<file path="config.mk">
export PLATFORM = sky130hd
export DESIGN_NAME = sensor_reset_sequencer
export DESIGN_NICKNAME = d
export VERILOG_FILES = /design/src/rtl/srs_pkg.sv /design/src/rtl/srs_ms_tick.sv /design/src/rtl/srs_ctrl_regs.sv /design/src/rtl/srs_rst_seq.sv /design/src/rtl/srs_spi_seq.sv /design/src/rtl/sensor_reset_sequencer.sv
export SDC_FILE = /design/constraint.sdc
export NUM_CORES = 1
export LEC_CHECK = 0
export ABC_AREA = 0
export BUFFER_PORTS_ARGS = -buffer_cell sky130_fd_sc_hd__buf_2
export CORE_ASPECT_RATIO = 1.2
export CORE_MARGIN = 2
export CORE_UTILIZATION = 59
export CTS_BUF_LIST = sky130_fd_sc_hd__clkbuf_4
export DETAILED_ROUTE_END_ITERATION = 12
export GPL_TIMING_DRIVEN = 1
export PLACE_DENSITY = 0.84
export SYNTH_ARGS = -nofsm -noshare
export SYNTH_HDL_FRONTEND = slang
export SYNTH_SLANG_ARGS = --single-unit
</file>
<file path="constraint.sdc">
create_clock -name clk -period 2.7 [get_ports clk]
set_clock_uncertainty 0.15 [all_clocks]
set_input_delay 0.54 -clock clk [delete_from_list [all_inputs] [get_ports clk]]
set_output_delay 0.54 -clock clk [all_outputs]
set_load 0.005 [all_outputs]
</file>
<file path="src/rtl/srs_pkg.sv">
package srs_pkg;
  typedef enum logic [1:0] {RS_IDLE, RS_ON, RS_WAIT} rs_state_e;
  localparam int RST_FLD_LSB = 0;
  localparam int SEQ_BIT     = 2;
  localparam int SPI_SEQ_BIT = 3;
  localparam int CLK_FLD_LSB = 4;
  localparam int SPI_FLD_LSB = 6;
endpackage

</file>
<file path="src/rtl/srs_ms_tick.sv">
module srs_ms_tick #(
  parameter int SYNC_STAGES = 2
) (
  input  logic clk,
  input  logic rst,
  input  logic sq_in,
  output logic tick
);
  // stages [SYNC_STAGES-1:0] synchronise, top stage holds previous sample
  logic [SYNC_STAGES:0] sh;

  always_ff @(posedge clk) begin
    if (rst) begin
      sh   <= '0;
      tick <= 1'b0;
    end else begin
      sh   <= {sh[SYNC_STAGES-1:0], sq_in};
      tick <= sh[SYNC_STAGES-1] & ~sh[SYNC_STAGES];
    end
  end
endmodule

</file>
<file path="src/rtl/srs_ctrl_regs.sv">
module srs_ctrl_regs
  import srs_pkg::*;
#(
  parameter int CMD_W = 8
) (
  input  logic             clk,
  input  logic             rst,
  input  logic             wr,
  input  logic [CMD_W-1:0] data,
  input  logic             spi_done,
  output logic             man_rst,
  output logic             pwdn,
  output logic             clk_en,
  output logic             spi_en,
  output logic             spi_rst,
  output logic             seq_req,
  output logic             spi_go
);
  logic [1:0] rst_fld, clk_fld, spi_fld;

  assign rst_fld = data[RST_FLD_LSB +: 2];
  assign clk_fld = data[CLK_FLD_LSB +: 2];
  assign spi_fld = data[SPI_FLD_LSB +: 2];
  assign spi_go  = wr & data[SPI_SEQ_BIT];

  always_ff @(posedge clk) begin
    if (rst) begin
      man_rst <= 1'b1;
      pwdn    <= 1'b0;
      clk_en  <= 1'b0;
      spi_en  <= 1'b0;
      spi_rst <= 1'b1;
      seq_req <= 1'b0;
    end else begin
      seq_req <= wr & data[SEQ_BIT];
      if (spi_done) begin
        spi_en  <= 1'b1;
        spi_rst <= 1'b0;
      end
      if (wr) begin
        unique case (rst_fld)
          2'd1: begin pwdn <= 1'b1; man_rst <= 1'b1; end
          2'd2: begin pwdn <= 1'b0; man_rst <= 1'b1; end
          2'd3: begin pwdn <= 1'b0; man_rst <= 1'b0; end
          default: ;
        endcase
        if (clk_fld[1]) clk_en <= clk_fld[0];
        unique case (spi_fld)
          2'd1: begin spi_rst <= 1'b1; spi_en <= 1'b0; end
          2'd2: begin spi_rst <= 1'b0; spi_en <= 1'b0; end
          2'd3: begin spi_rst <= 1'b0; spi_en <= 1'b1; end
          default: ;
        endcase
      end
    end
  end
endmodule

</file>
<file path="src/rtl/srs_rst_seq.sv">
module srs_rst_seq
  import srs_pkg::*;
#(
  parameter int ON_MS   = 5,
  parameter int WAIT_MS = 2000
) (
  input  logic clk,
  input  logic rst,
  input  logic start,
  input  logic tick,
  output logic seq_on,
  output logic sof
);
  localparam int MAXV = (ON_MS > WAIT_MS) ? ON_MS : WAIT_MS;
  localparam int CW   = $clog2(MAXV + 1);

  rs_state_e     state;
  logic [CW-1:0] cnt;

  assign seq_on = (state == RS_ON);

  always_ff @(posedge clk) begin
    if (rst) begin
      state <= RS_IDLE;
      cnt   <= '0;
      sof   <= 1'b0;
    end else begin
      sof <= 1'b0;
      if (start) begin
        state <= RS_ON;
        cnt   <= '0;
      end else if (tick) begin
        unique case (state)
          RS_ON: begin
            if (cnt == CW'(ON_MS - 1)) begin
              state <= RS_WAIT;
              cnt   <= '0;
            end else cnt <= cnt + 1'b1;
          end
          RS_WAIT: begin
            if (cnt == CW'(WAIT_MS - 1)) begin
              state <= RS_IDLE;
              cnt   <= '0;
              sof   <= 1'b1;
            end else cnt <= cnt + 1'b1;
          end
          default: ;
        endcase
      end
    end
  end
endmodule

</file>
<file path="src/rtl/srs_spi_seq.sv">
module srs_spi_seq #(
  parameter int HOLD_MS = 185
) (
  input  logic clk,
  input  logic rst,
  input  logic start,
  input  logic tick,
  output logic busy,
  output logic done
);
  localparam int CW = $clog2(HOLD_MS + 1);

  logic [CW-1:0] cnt;

  assign done = busy & tick & ~start & (cnt == CW'(HOLD_MS - 1));

  always_ff @(posedge clk) begin
    if (rst) begin
      busy <= 1'b0;
      cnt  <= '0;
    end else if (start) begin
      busy <= 1'b1;
      cnt  <= '0;
    end else if (done) begin
      busy <= 1'b0;
      cnt  <= '0;
    end else if (busy && tick) begin
      cnt <= cnt + 1'b1;
    end
  end
endmodule

</file>
<file path="src/rtl/sensor_reset_sequencer.sv">
module sensor_reset_sequencer #(
  parameter int CMD_W       = 8,
  parameter int SYNC_STAGES = 2,
  parameter int RST_ON_MS   = 5,
  parameter int RST_WAIT_MS = 2000,
  parameter int SPI_HOLD_MS = 185
) (
  input  logic             clk,
  input  logic             rst,
  input  logic             ms_sq_in,
  input  logic             cmd_wr,
  input  logic [CMD_W-1:0] cmd_data,
  input  logic             ext_rst_in,
  input  logic             ext_seq_in,
  output logic             ext_rst_out,
  output logic             ext_seq_out,
  output logic             sns_rst_n,
  output logic             sns_pwdn_n,
  output logic             sns_clk_en,
  output logic             rx_rst,
  output logic             rx_en,
  output logic             sof
);
  logic ms_tick;
  logic man_rst, pwdn, spi_en, spi_rst, spi_go;
  logic seq_on, spi_busy, spi_done;

  srs_ms_tick #(.SYNC_STAGES(SYNC_STAGES)) u_tick (
    .clk(clk), .rst(rst), .sq_in(ms_sq_in), .tick(ms_tick)
  );

  srs_ctrl_regs #(.CMD_W(CMD_W)) u_regs (
    .clk(clk), .rst(rst), .wr(cmd_wr), .data(cmd_data),
    .spi_done(spi_done), .man_rst(man_rst), .pwdn(pwdn),
    .clk_en(sns_clk_en), .spi_en(spi_en), .spi_rst(spi_rst),
    .seq_req(ext_seq_out), .spi_go(spi_go)
  );

  // shared sequence starts only from the ORed return path
  srs_rst_seq #(.ON_MS(RST_ON_MS), .WAIT_MS(RST_WAIT_MS)) u_rseq (
    .clk(clk), .rst(rst), .start(ext_seq_in), .tick(ms_tick),
    .seq_on(seq_on), .sof(sof)
  );

  srs_spi_seq #(.HOLD_MS(SPI_HOLD_MS)) u_sseq (
    .clk(clk), .rst(rst), .start(spi_go), .tick(ms_tick),
    .busy(spi_busy), .done(spi_done)
  );

  assign ext_rst_out = man_rst;
  assign sns_pwdn_n  = ~pwdn;

  always_ff @(posedge clk) begin
    if (rst) begin
      sns_rst_n <= 1'b0;
      rx_en     <= 1'b0;
      rx_rst    <= 1'b1;
    end else begin
      sns_rst_n <= ~(ext_rst_in | seq_on);
      rx_en     <= spi_en & ~spi_busy;
      rx_rst    <= spi_rst | spi_busy;
    end
  end
endmodule

</file>
Word level (Yosys, flattened, before mapping)
Cells that the tools add are included.
{"block": "op_classes", "bitwise_logic": 16, "eq_ne": 15, "reduce_logical": 20, "n_mux": 19, "add_sub_neg": 2}
{"op": "11-bit two-way mux", "n": 2}
{"op": "11-bit case mux with 2 select lines", "n": 1}
{"op": "11-bit by 1-bit adder with 11-bit output (second input constant)", "n": 1}
{"op": "11-bit == test (second input constant)", "n": 1}
{"op": "11-bit by 3-bit == test with 1-bit output (second input constant)", "n": 1}
{"op": "2-bit == test (second input constant)", "n": 5}
{"op": "2-bit nonzero test", "n": 5}
{"op": "2-bit OR reduction", "n": 5}
{"op": "1-bit two-way mux", "n": 9}
{"op": "8-bit by 1-bit adder with 8-bit output (second input constant)", "n": 1}
{"op": "8-bit == test (second input constant)", "n": 1}
{"op": "1-bit case mux with 2 select lines", "n": 4}
{"op": "2-bit AND reduction", "n": 4}
{"op": "4-bit AND reduction", "n": 2}
{"op": "1-bit bitwise AND", "n": 7}
{"op": "1-bit inverter", "n": 7}
{"op": "2-bit by 1-bit == test with 1-bit output (second input constant)", "n": 3}
{"op": "3-bit by 2-bit != test with 1-bit output (second input constant)", "n": 2}
{"op": "2-bit two-way mux", "n": 2}
{"op": "2-bit by 1-bit != test with 1-bit output (second input constant)", "n": 2}
{"op": "2-bit case mux with 2 select lines", "n": 1}
{"op": "4-bit OR reduction", "n": 1}
{"op": "3-bit nonzero test", "n": 1}
{"op": "3-bit OR reduction", "n": 1}
{"op": "other kinds (2)", "n": 3}
{"block": "word_totals", "word_cells": 89, "input_bits": 14, "ff_bits": 36, "output_inout_bits": 8}

Depth between registers and ports, before layout
Gate-level depths: netlist of the first run.
{"block": "depth", "ltp_word": 7, "mapped_depth": 7, "ltp_nobuf": 6}

Modules after synthesis
From an unflattened synthesis of the first run, not the netlist that was laid out.
{"block": "unflattened", "cells_unflattened": 190, "hier_area_um2": 1719.1}
{"mod": "srs_rst_seq", "instances": 1, "cells_each": 93, "area_per_inst_um2": 790.8, "seq_area_each_um2": 280.3}
{"mod": "srs_spi_seq", "instances": 1, "cells_each": 53, "area_per_inst_um2": 483.0, "seq_area_each_um2": 180.2}
{"mod": "srs_ctrl_regs", "instances": 1, "cells_each": 29, "area_per_inst_um2": 251.5, "seq_area_each_um2": 120.1}
{"mod": "srs_ms_tick", "instances": 1, "cells_each": 8, "area_per_inst_um2": 111.4, "seq_area_each_um2": 80.1}
{"mod": "sensor_reset_sequencer", "instances": 1, "cells_each": 7, "area_per_inst_um2": 82.6, "seq_area_each_um2": 60.1}

Worst setup path after synthesis of the first run
No wires, ideal clock.
{"block": "synth_timing", "kind": "flip-flop to flip-flop", "from": "register u_rseq.cnt[0]", "to": "register u_rseq.state[1]", "setup_time_ps": 124, "path_stages_with_launch": 7, "synth_period_minus_slack_ps": 2097, "t_arrival_ps": 1823, "path_slack_ps": 603, "required_ps": 2426, "path_buffers": 0, "path_cell_list": "dfxtp_1 inv_1 ha_1 or4b_4 or4_4 a2111oi_4 o2bb2ai_1"}
{"block": "synth_via", "elab_chain_len": 3, "elab_cells_between_ends": 5, "cone_classes": "eq/ne (4); reduce/logical (1)"}
{"item": "start, declared", "line": "srs_rst_seq.sv:18", "source": "logic [CW-1:0] cnt;"}
{"item": "start signal, assigned", "line": "srs_rst_seq.sv:38", "source": "end else cnt <= cnt + 1'b1;"}
{"item": "start signal, assigned", "line": "srs_rst_seq.sv:45", "source": "end else cnt <= cnt + 1'b1;"}
{"item": "11-bit == test or 11-bit by 3-bit == test with 1-bit output (tied branches)", "line": "srs_rst_seq.sv:41, srs_rst_seq.sv:35"}
{"item": "2-bit by 1-bit != test with 1-bit output (no source line)"}
{"item": "4-bit AND reduction (no source line) *"}
{"item": "end signal, assigned", "line": "srs_rst_seq.sv:30", "source": "state <= RS_ON;"}
{"item": "end signal, assigned", "line": "srs_rst_seq.sv:36", "source": "state <= RS_WAIT;"}
{"item": "end signal, assigned", "line": "srs_rst_seq.sv:42", "source": "state <= RS_IDLE;"}
{"item": "end, declared", "line": "srs_rst_seq.sv:17", "source": "rs_state_e state;"}
Mark *: on every way between the ends. The rest lies on a longest branch, timed or not.
A chain may end at the register's enable or synchronous reset.

Final worst setup path of the first run
Same ends and word-level chain as after synthesis.

==> flow_summary.ini, run 1 <==
[sta]
setup_slack_ps = 499
fmax_mhz = 454
tns_ps = 0
tightest_slew_ps = 585
fin_crit_ps = 2200
drv_slew = 0
max_slew_margin_pct = 60.7
finalHoldViolations = 0
timing.hold.ws_ps = 212
grt_setup_unrepaired = no
setup_violations = 0
finalCritPeriodShare_pct = 81.5

[grt]
grt_antenna_before_repair = 0
grt_use_total_pct = 20.9
grt_max_degree = 19
grt_pass1_vias = 1239
overflow = 0
grt_pass1_wl_um = 5170

[detailed_routing]
detail-route-antenna-nets = 0
drt_first_pass_iters = 4
drtIter0Drc = 37
routed-via-count = 1390
wl_um = 3030
wl_per_cell_um = 12.3
routed_via_density = 5.63
drc = 0

[critical_path]
setup.worst_path.class = reg2reg
r2r_end = u_rseq.state[1]
critPathBufInv = 1
critPathMaxStageDelay_ps = 460
critical_path_arrival_ps = 2270
r2r_start = u_rseq.cnt[0]
crit_path_end_kind = flip-flop
start_kind = flip-flop
reg2reg_slack_ps = 500
reg2regPathDepth = 6
required_ps = 2770
crit_family = simple AND/OR/NAND/NOR gates
cpMaxStageDelayCell = or4b_4
critical_path.cell_chain = inv_1 -> ha_1 -> or4b_4 -> or4_4 -> a2111oi_4 -> o2bb2ai_1
critPathMaxFanout = 4

[floorplan]
ios = 22
num_rows = 21
initial_core_util_pct = 61.2
dieArea_mm2 = 0.00328
die-height_um = 62.3
core-area_mm2 = 0.00273
die_w_um = 52.6

[clock_tree]
cts_tree = done
cts_max_level = 2
cts.clk_slew.worst_paths_ps = 90
clk_latency_ps = 330
cts_made_buffers = 5
ctsHoldBuffers = 0
clock-sinks = 36
post-cts-setup-buffers = 0
root_buffer = clkbuf_4
cts_resized = 0
cts_max_path_buffers = 2

[yosys]
synth_top_cell_by_area = dfxtp_1
ys_seq_area_share_pct = 43.1
syn_avg_cell_area_um2 = 8.80
synth_fp_nets = 210
synthDistinctLibCells = 43
ys_warn_count = 0
ys.flop_type = dfxtp_1
netlist_instances = 190
ys_ff_latch = 36
synthTopCellsByArea = dfxtp_1 43%, nand3_1 4.8%, nor2_1 4.7%
async_flop_share_pct = 0
netlist_area_mm2 = 0.00167
synth_edf_count = 0
synth_top_area_share_pct = 43.1

[placement]
portBuffers = 21
place_area_mm2 = 0.00178
hpwl_um = 2310
place.gp.congestion = 0.819
dp_slack_ps = 504

[hold_path]
hp-class = in2reg
holdPathEnd = sns_rst_n
hold_start = ext_rst_in
min_path_cells = 2

[finish]
drive_gt1_share_pct = 16.9
area_growth_syn_to_layout_pct = 9.58
stdcell_area_mm2 = 0.00183
nets = 233
antenna_cells = 0

[flow_run]
maxCapViolations = 0

[power_and_ir_drop]
ir_drop_uv = 309
p_per_area_mw_per_mm2 = 470
finalPower_w = 0.000861
leakage_nw = 0.677

[run_status]
outcome = finished clean
==> how the worst max path moves through the flow <==
| stage | start | to | slack [ps] | cells past startpoint |
|---|---|---|---|---|
| final | u_rseq.cnt[0] | u_rseq.state[1] | 500 | 6 |
| after global routing | u_rseq.state[0] | u_rseq.cnt[5] | 390 | 6 |
| after CTS | u_rseq.cnt[0] | u_rseq.state[1] | 500 | 6 |
| after detailed placement | u_rseq.cnt[0] | u_rseq.state[1] | 500 | 6 |
| after global placement | u_rseq.cnt[0] | u_rseq.state[1] | 570 | 6 |
| after floorplan | u_rseq.cnt[0] | u_rseq.state[1] | 600 | 6 |
==> where the power goes <==
group | switching [W] | internal, W | leakage (nW)
sequential | 0.00000618 | 0.000541 | 0.292
combinational | 0.0000305 | 0.0000232 | 0.353
clock | 0.000155 | 0.000106 | 0.0315
total | 0.000191 | 0.000670 | 0.677
==> registers in the layout, summed over array words and instances, names as in the netlist, 2 cells and up <==
register,count
u_rseq.state,2
u_rseq.cnt,11
u_tick.sh,3
u_sseq.cnt,8
==> cells in the final DEF (no fill, tap or decap), types with 2 or more instances in the layout <==
master,netlist,routed
a211oi_1,3,3
a21oi_1,5,5
a31oi_1,3,3
buf_2,0,21
clkbuf_4,0,6
dfxtp_1,36,36
ha_1,6,6
inv_1,11,11
nand2_1,20,20
nand3_1,16,16
nand4_1,5,5
nor2_1,21,21
nor2b_1,5,5
nor3_1,5,5
nor3b_1,2,2
nor4_1,2,2
o21a_1,2,2
o21ai_0,5,5
or3_1,2,2
xnor2_1,9,9
xor2_1,5,5
==> logic make-up after synthesis <==
kind of cell,count (synthesis),share of synthesized area [%]
AND/OR/NAND/NOR,91,28.7
buffers and inverters,17,5.16
AO/OA/AOI/OAI,26,11.2
flip-flops,36,43.1
adder cells (fa/ha/maj),6,4.49
XOR/XNOR,14,7.34
==> layer usage <==
metal,part of all wire (%),vias up,GRT usage [%]
met1,45,642,24.4
met2,47,36,34.2
li1,-,706,-
met3,5.6,6,7.21
met5,0,-,0
met4,1.8,0,8.33
==> worst register-to-register path, delay by kind of cell, from the launching register on <==
kind / cells / cell delay (ps)
AND/OR/NAND/NOR: 2 / 920
adder cells (fa/ha/maj): 1 / 140
AO/OA/AOI/OAI: 2 / 460
flip-flops: 1 / 340
buffers and inverters: 1 / 80
==> layout make-up <==
| type | count | area [µm²] |
|---|---|---|
| fill | 238 | 901 |
| timing repair buffer | 22 | 113 |
| inverter | 11 | 41.3 |
| multi-input combinational | 137 | 865 |
| sequential | 36 | 721 |
| clock buffer | 6 | 45.0 |
| clock inverter | 1 | 5.00 |
| tap | 34 | 42.5 |
==> cell usage after synthesis (3+ instances only) <==
master,count
dfxtp_1,36
nor2_1,21
o21ai_0,5
nand3_1,16
a21oi_1,5
a31oi_1,3
a211oi_1,3
xor2_1,5
nor2b_1,5
nand2_1,20
xnor2_1,9
nor3_1,5
nand4_1,5
ha_1,6
clkbuf_1,3
inv_1,11
==> metrics by stage <==
stage,cells,utilization (%)
after floorplan,190,-
after global placement,240,65.2
after detailed placement,240,65.2
after CTS,247,67.0
after global routing,247,67.0
final,247,67.0
Note: power is estimated with default switching activity, not from simulation.
==> run 2, diff against run 1 <==
clock period = 2.3 ns   (was 2.7 ns; I/O delays follow)
==> run 2 against run 1 <==
Compared with the run above:
- global-route usage is 1.3 points higher
- clock-buffer cell count stayed put
- via count is 2.7% higher
- non-clock buffer count is 1 higher
- sequential power is 17% higher
==> flow_summary.ini, run 2 (synthesized netlist as in run 1, its figures left out) <==
[floorplan]
die_w_um = 52.6
die-height_um = 62.3
num_rows = 21
initial_core_util_pct = 61.2
ios = 22
core-area_mm2 = 0.00273
dieArea_mm2 = 0.00328

[sta]
setup_slack_ps = 111
finalCritPeriodShare_pct = 95.2
grt_setup_unrepaired = no
tns_ps = 0
fin_crit_ps = 2190
max_slew_margin_pct = 70.9
tightest_slew_ps = 435
finalHoldViolations = 0
setup_violations = 0
fmax_mhz = 457
drv_slew = 0

[critical_path]
required_ps = 2400
crit_path_end_kind = flip-flop
setup.worst_path.class = reg2reg
critPathMaxFanout = 4
start_kind = flip-flop
critical_path_arrival_ps = 2280

[placement]
hpwl_um = 2490
portBuffers = 21
place.gp.congestion = 0.816
dp_slack_ps = 113

[grt]
grt_use_total_pct = 22.3
grt_antenna_before_repair = 0
grt_pass1_vias = 1375
grt_pass1_wl_um = 5460
overflow = 0
grt_max_degree = 19

[run_status]
outcome = finished clean

[clock_tree]
post-cts-setup-buffers = 0
cts_tree = done
cts_resized = 0
ctsHoldBuffers = 0
root_buffer = clkbuf_4
clock-sinks = 36
cts_max_level = 2
cts_max_path_buffers = 2
cts.clk_slew.worst_paths_ps = 100
cts_made_buffers = 5
clk_latency_ps = 350

[power_and_ir_drop]
ir_drop_uv = 520
leakage_nw = 0.695
p_per_area_mw_per_mm2 = 613
finalPower_w = 0.00115

[finish]
drive_gt1_share_pct = 17.7
final_common_cell = dfxtp_1
largest_register_ffs = 11
final_cell_mix = 36 x dfxtp_1, 21 x nor2_1, 21 x buf_2, 20 x nand2_1, 16 x nand3_1
regMostFlops = u_rseq.cnt
area_growth_syn_to_layout_pct = 11.8
fill_cells = 212
nets = 234
seqCellArea_um2 = 721
reg_top3 = u_rseq.cnt x11, u_sseq.cnt x8, u_tick.sh x3
multiInputGateArea_um2 = 865
antenna_cells = 0
utilization_pct = 68.4

[hold_path]
hp-class = in2reg

[detailed_routing]
routed.top_layer = met4
wl_um = 3240
routed-wl-met2_um = 1640
routed_via_density = 5.73
wl_per_cell_um = 13.0
dr_wl_met3_um = 209
wl_met1_um = 1300
drt_first_pass_iters = 4
routed-via-count = 1428
detail-route-antenna-nets = 0
drtIter0Drc = 42
drc = 0

[flow_run]
maxCapViolations = 0
-- run 2: cell count changes in the layout (fill, tap and decap cells not counted), sizes merged --
cell | previous run | this run
bufinv | 0 | 1
buf | 22 | 23
-- run 2: final cells by class --
type,instances,share of cell area [%]
Timing Repair Buffer,23,6.43
Clock inverter,2,1.87
Sequential cell,36,38.6
Multi-Input combinational cell,137,46.3
Tap cell,34,2.28
Inverter,11,2.21
Clock buffer,6,2.41
-- run 2: critical path, stage by stage (launching register included) --
cell and delay (ps):
dfxtp_1 350, inv_1 90, ha_1 140, or4b_4 450, or4_4 460, a2111oi_4 350, o2bb2ai_1 100
-- run 2: final timing paths --
kind,slack [ps],end,cells past startpoint,startpoint
min reg2reg,250,u_tick.tick,1,u_tick.sh[2]
min,120,sns_rst_n,2,ext_rst_in
max reg2reg,110,u_rseq.state[1],6,u_rseq.cnt[0]
max,110,u_rseq.state[1],6,u_rseq.cnt[0]
-- run 2: metal layers --
metal | GRT usage, % | vias up
met1 | 23.1 | 656
met3 | 7.45 | 9
met2 | 38.3 | 46
met5 | 0 | -
met4 | 11.2 | 0
li1 | - | 717
-- run 2: through the flow --
stage	hold slack (ps)	area, µm²	cells
global route	113	1870	249
CTS	112	1870	249
detailed placement	243	1790	241
finish	119	1870	249
floorplan	217	1670	190
global placement	221	1790	241
-- run 2: where the power goes --
group	switching (W)	internal, W
Sequential	0.00000681	0.000635
Clock	0.000200	0.000239
Combinational	0.0000369	0.0000283
Total	0.000244	0.000903
==> run 3, diff against run 2 <==
PLACE_DENSITY = 0.8   (was 0.84)
==> run 3 against run 2 <==
Compared with the run above:
- cell count is 0.80% higher
- utilization is 0.32 points lower
- power shrank 8.3%
- via count fell by 0.84%
- combinational power rose by 1%
==> flow_summary.ini, run 3 (synthesized netlist as in run 1, its figures left out) <==
[clock_tree]
cts_tree = done
cts_resized = 0
clock-sinks = 36
post-cts-setup-buffers = 0
cts_made_buffers = 5
clk_latency_ps = 340
cts.clk_slew.worst_paths_ps = 100
cts_max_level = 2
ctsHoldBuffers = 0
root_buffer = clkbuf_4
cts_max_path_buffers = 2

[floorplan]
ios = 22
dieArea_mm2 = 0.00328
initial_core_util_pct = 61.2
die-height_um = 62.3
num_rows = 21
die_w_um = 52.6
core-area_mm2 = 0.00273

[sta]
tightest_slew_ps = 426
fmax_mhz = 457
finalHoldViolations = 0
finalCritPeriodShare_pct = 95.2
grt_setup_unrepaired = no
max_slew_margin_pct = 71.5
setup_violations = 0
tns_ps = 0
fin_crit_ps = 2190
timing.hold.ws_ps = 124
drv_slew = 0

[placement]
place.gp.congestion = 0.822
dp.cells = 243
hpwl_um = 2490
portBuffers = 21

[power_and_ir_drop]
ir_drop_uv = 479
clkPwrFrac_pct = 32.6
p_comb_share_pct = 6.3
power_switching_w = 0.000246
leakage_nw = 0.694
p_sw_share_pct = 23.4
seq_power_share_pct = 61.1
p_per_area_mw_per_mm2 = 565
p_int_w = 0.000806
finalPower_w = 0.00105

[finish]
antenna_cells = 0
reg_top3 = u_rseq.cnt x11, u_sseq.cnt x8, u_tick.sh x3
nets = 236
final_cell_mix = 36 x dfxtp_1, 21 x nor2_1, 21 x buf_2, 20 x nand2_1, 16 x nand3_1
area_growth_syn_to_layout_pct = 11.3
final_cell_count_no_fill = 251
largest_register_ffs = 11
utilization_pct = 68.1
fill_cells = 238
final_common_cell = dfxtp_1
drive_gt1_share_pct = 18.0
regMostFlops = u_rseq.cnt

[critical_path]
crit_path_end_kind = flip-flop
start_kind = flip-flop
required_ps = 2380
critical_path_arrival_ps = 2270
critPathMaxFanout = 4
setup.worst_path.class = reg2reg

[grt]
grt_max_degree = 18
grt_use_total_pct = 23.4
grt_pass1_wl_um = 5940
overflow = 0
grt_pass1_vias = 1387
grt_antenna_before_repair = 0

[detailed_routing]
routed-via-count = 1416
drtIter0Drc = 53
wl_per_cell_um = 13.3
drt_first_pass_iters = 4
wl_um = 3340
drc = 0
detail-route-antenna-nets = 0
routed_via_density = 5.64

[run_status]
outcome = finished clean

[hold_path]
hp-class = in2reg

[flow_run]
maxCapViolations = 0
[run 3: cell types whose count changed in the layout (fill, tap and decap cells not counted)]
cell       change
buf_4          +2
bufinv_16      -1
clkbuf_4       +1
clkinv_1       +1
clkinv_2       -1
[run 3: layer usage]
metal	track usage (%)	vias to the layer above	share of wire, %
met5	0	-	0
met4	8.65	0	1.4
met3	6.73	6	3.9
met2	36.6	30	49
met1	30.2	665	46
li1	-	715	-
[run 3: worst paths after layout]
path	slack, ps	from	cells past startpoint	to
setup reg to reg	110	u_rseq.cnt[0]	6	u_rseq.state[1]
setup / recovery	110	u_rseq.cnt[0]	6	u_rseq.state[1]
hold reg to reg	250	u_tick.sh[2]	1	u_tick.tick
hold / removal	120	ext_rst_in	2	sns_rst_n
[run 3: per-stage QoR]
step / setup WS (ps) / instance area, µm²
3_5_place_dp: 71.7 / 1800
4_1_cts: 51.7 / 1860
2_1_floorplan: 203 / 1670
3_3_place_gp: 146 / 1800
5_1_grt: 28.8 / 1860
6_report: 110 / 1860
[run 3: final cells by class]
| type | count | area (µm²) | area share [%] |
|---|---|---|---|
| multi-input combinational | 137 | 865 | 46.5 |
| sequential | 36 | 721 | 38.7 |
| timing repair buffer | 25 | 135 | 7.26 |
| clock buffer | 7 | 52.6 | 2.82 |
| tap | 34 | 42.5 | 2.29 |
| inverter | 11 | 41.3 | 2.22 |
| clock inverter | 1 | 3.75 | 0.202 |
[run 3: critical path, stage by stage, from the launching register on]
cell       delay (ps)
dfxtp_1           340
inv_1              80
ha_1              150
or4b_4            460
or4_4             460
a2111oi_4         320
o2bb2ai_1         120
[run 3: power by group through the flow]
stage	combinational, W	clock (W)	sequential, W
floorplan	0.0000377	0	0.000656
global placement	0.0000636	0	0.000656
detailed placement	0.0000661	0	0.000657
CTS	0.0000665	0.000348	0.000642
global route	0.0000749	0.000382	0.000644
finish	0.0000662	0.000343	0.000642
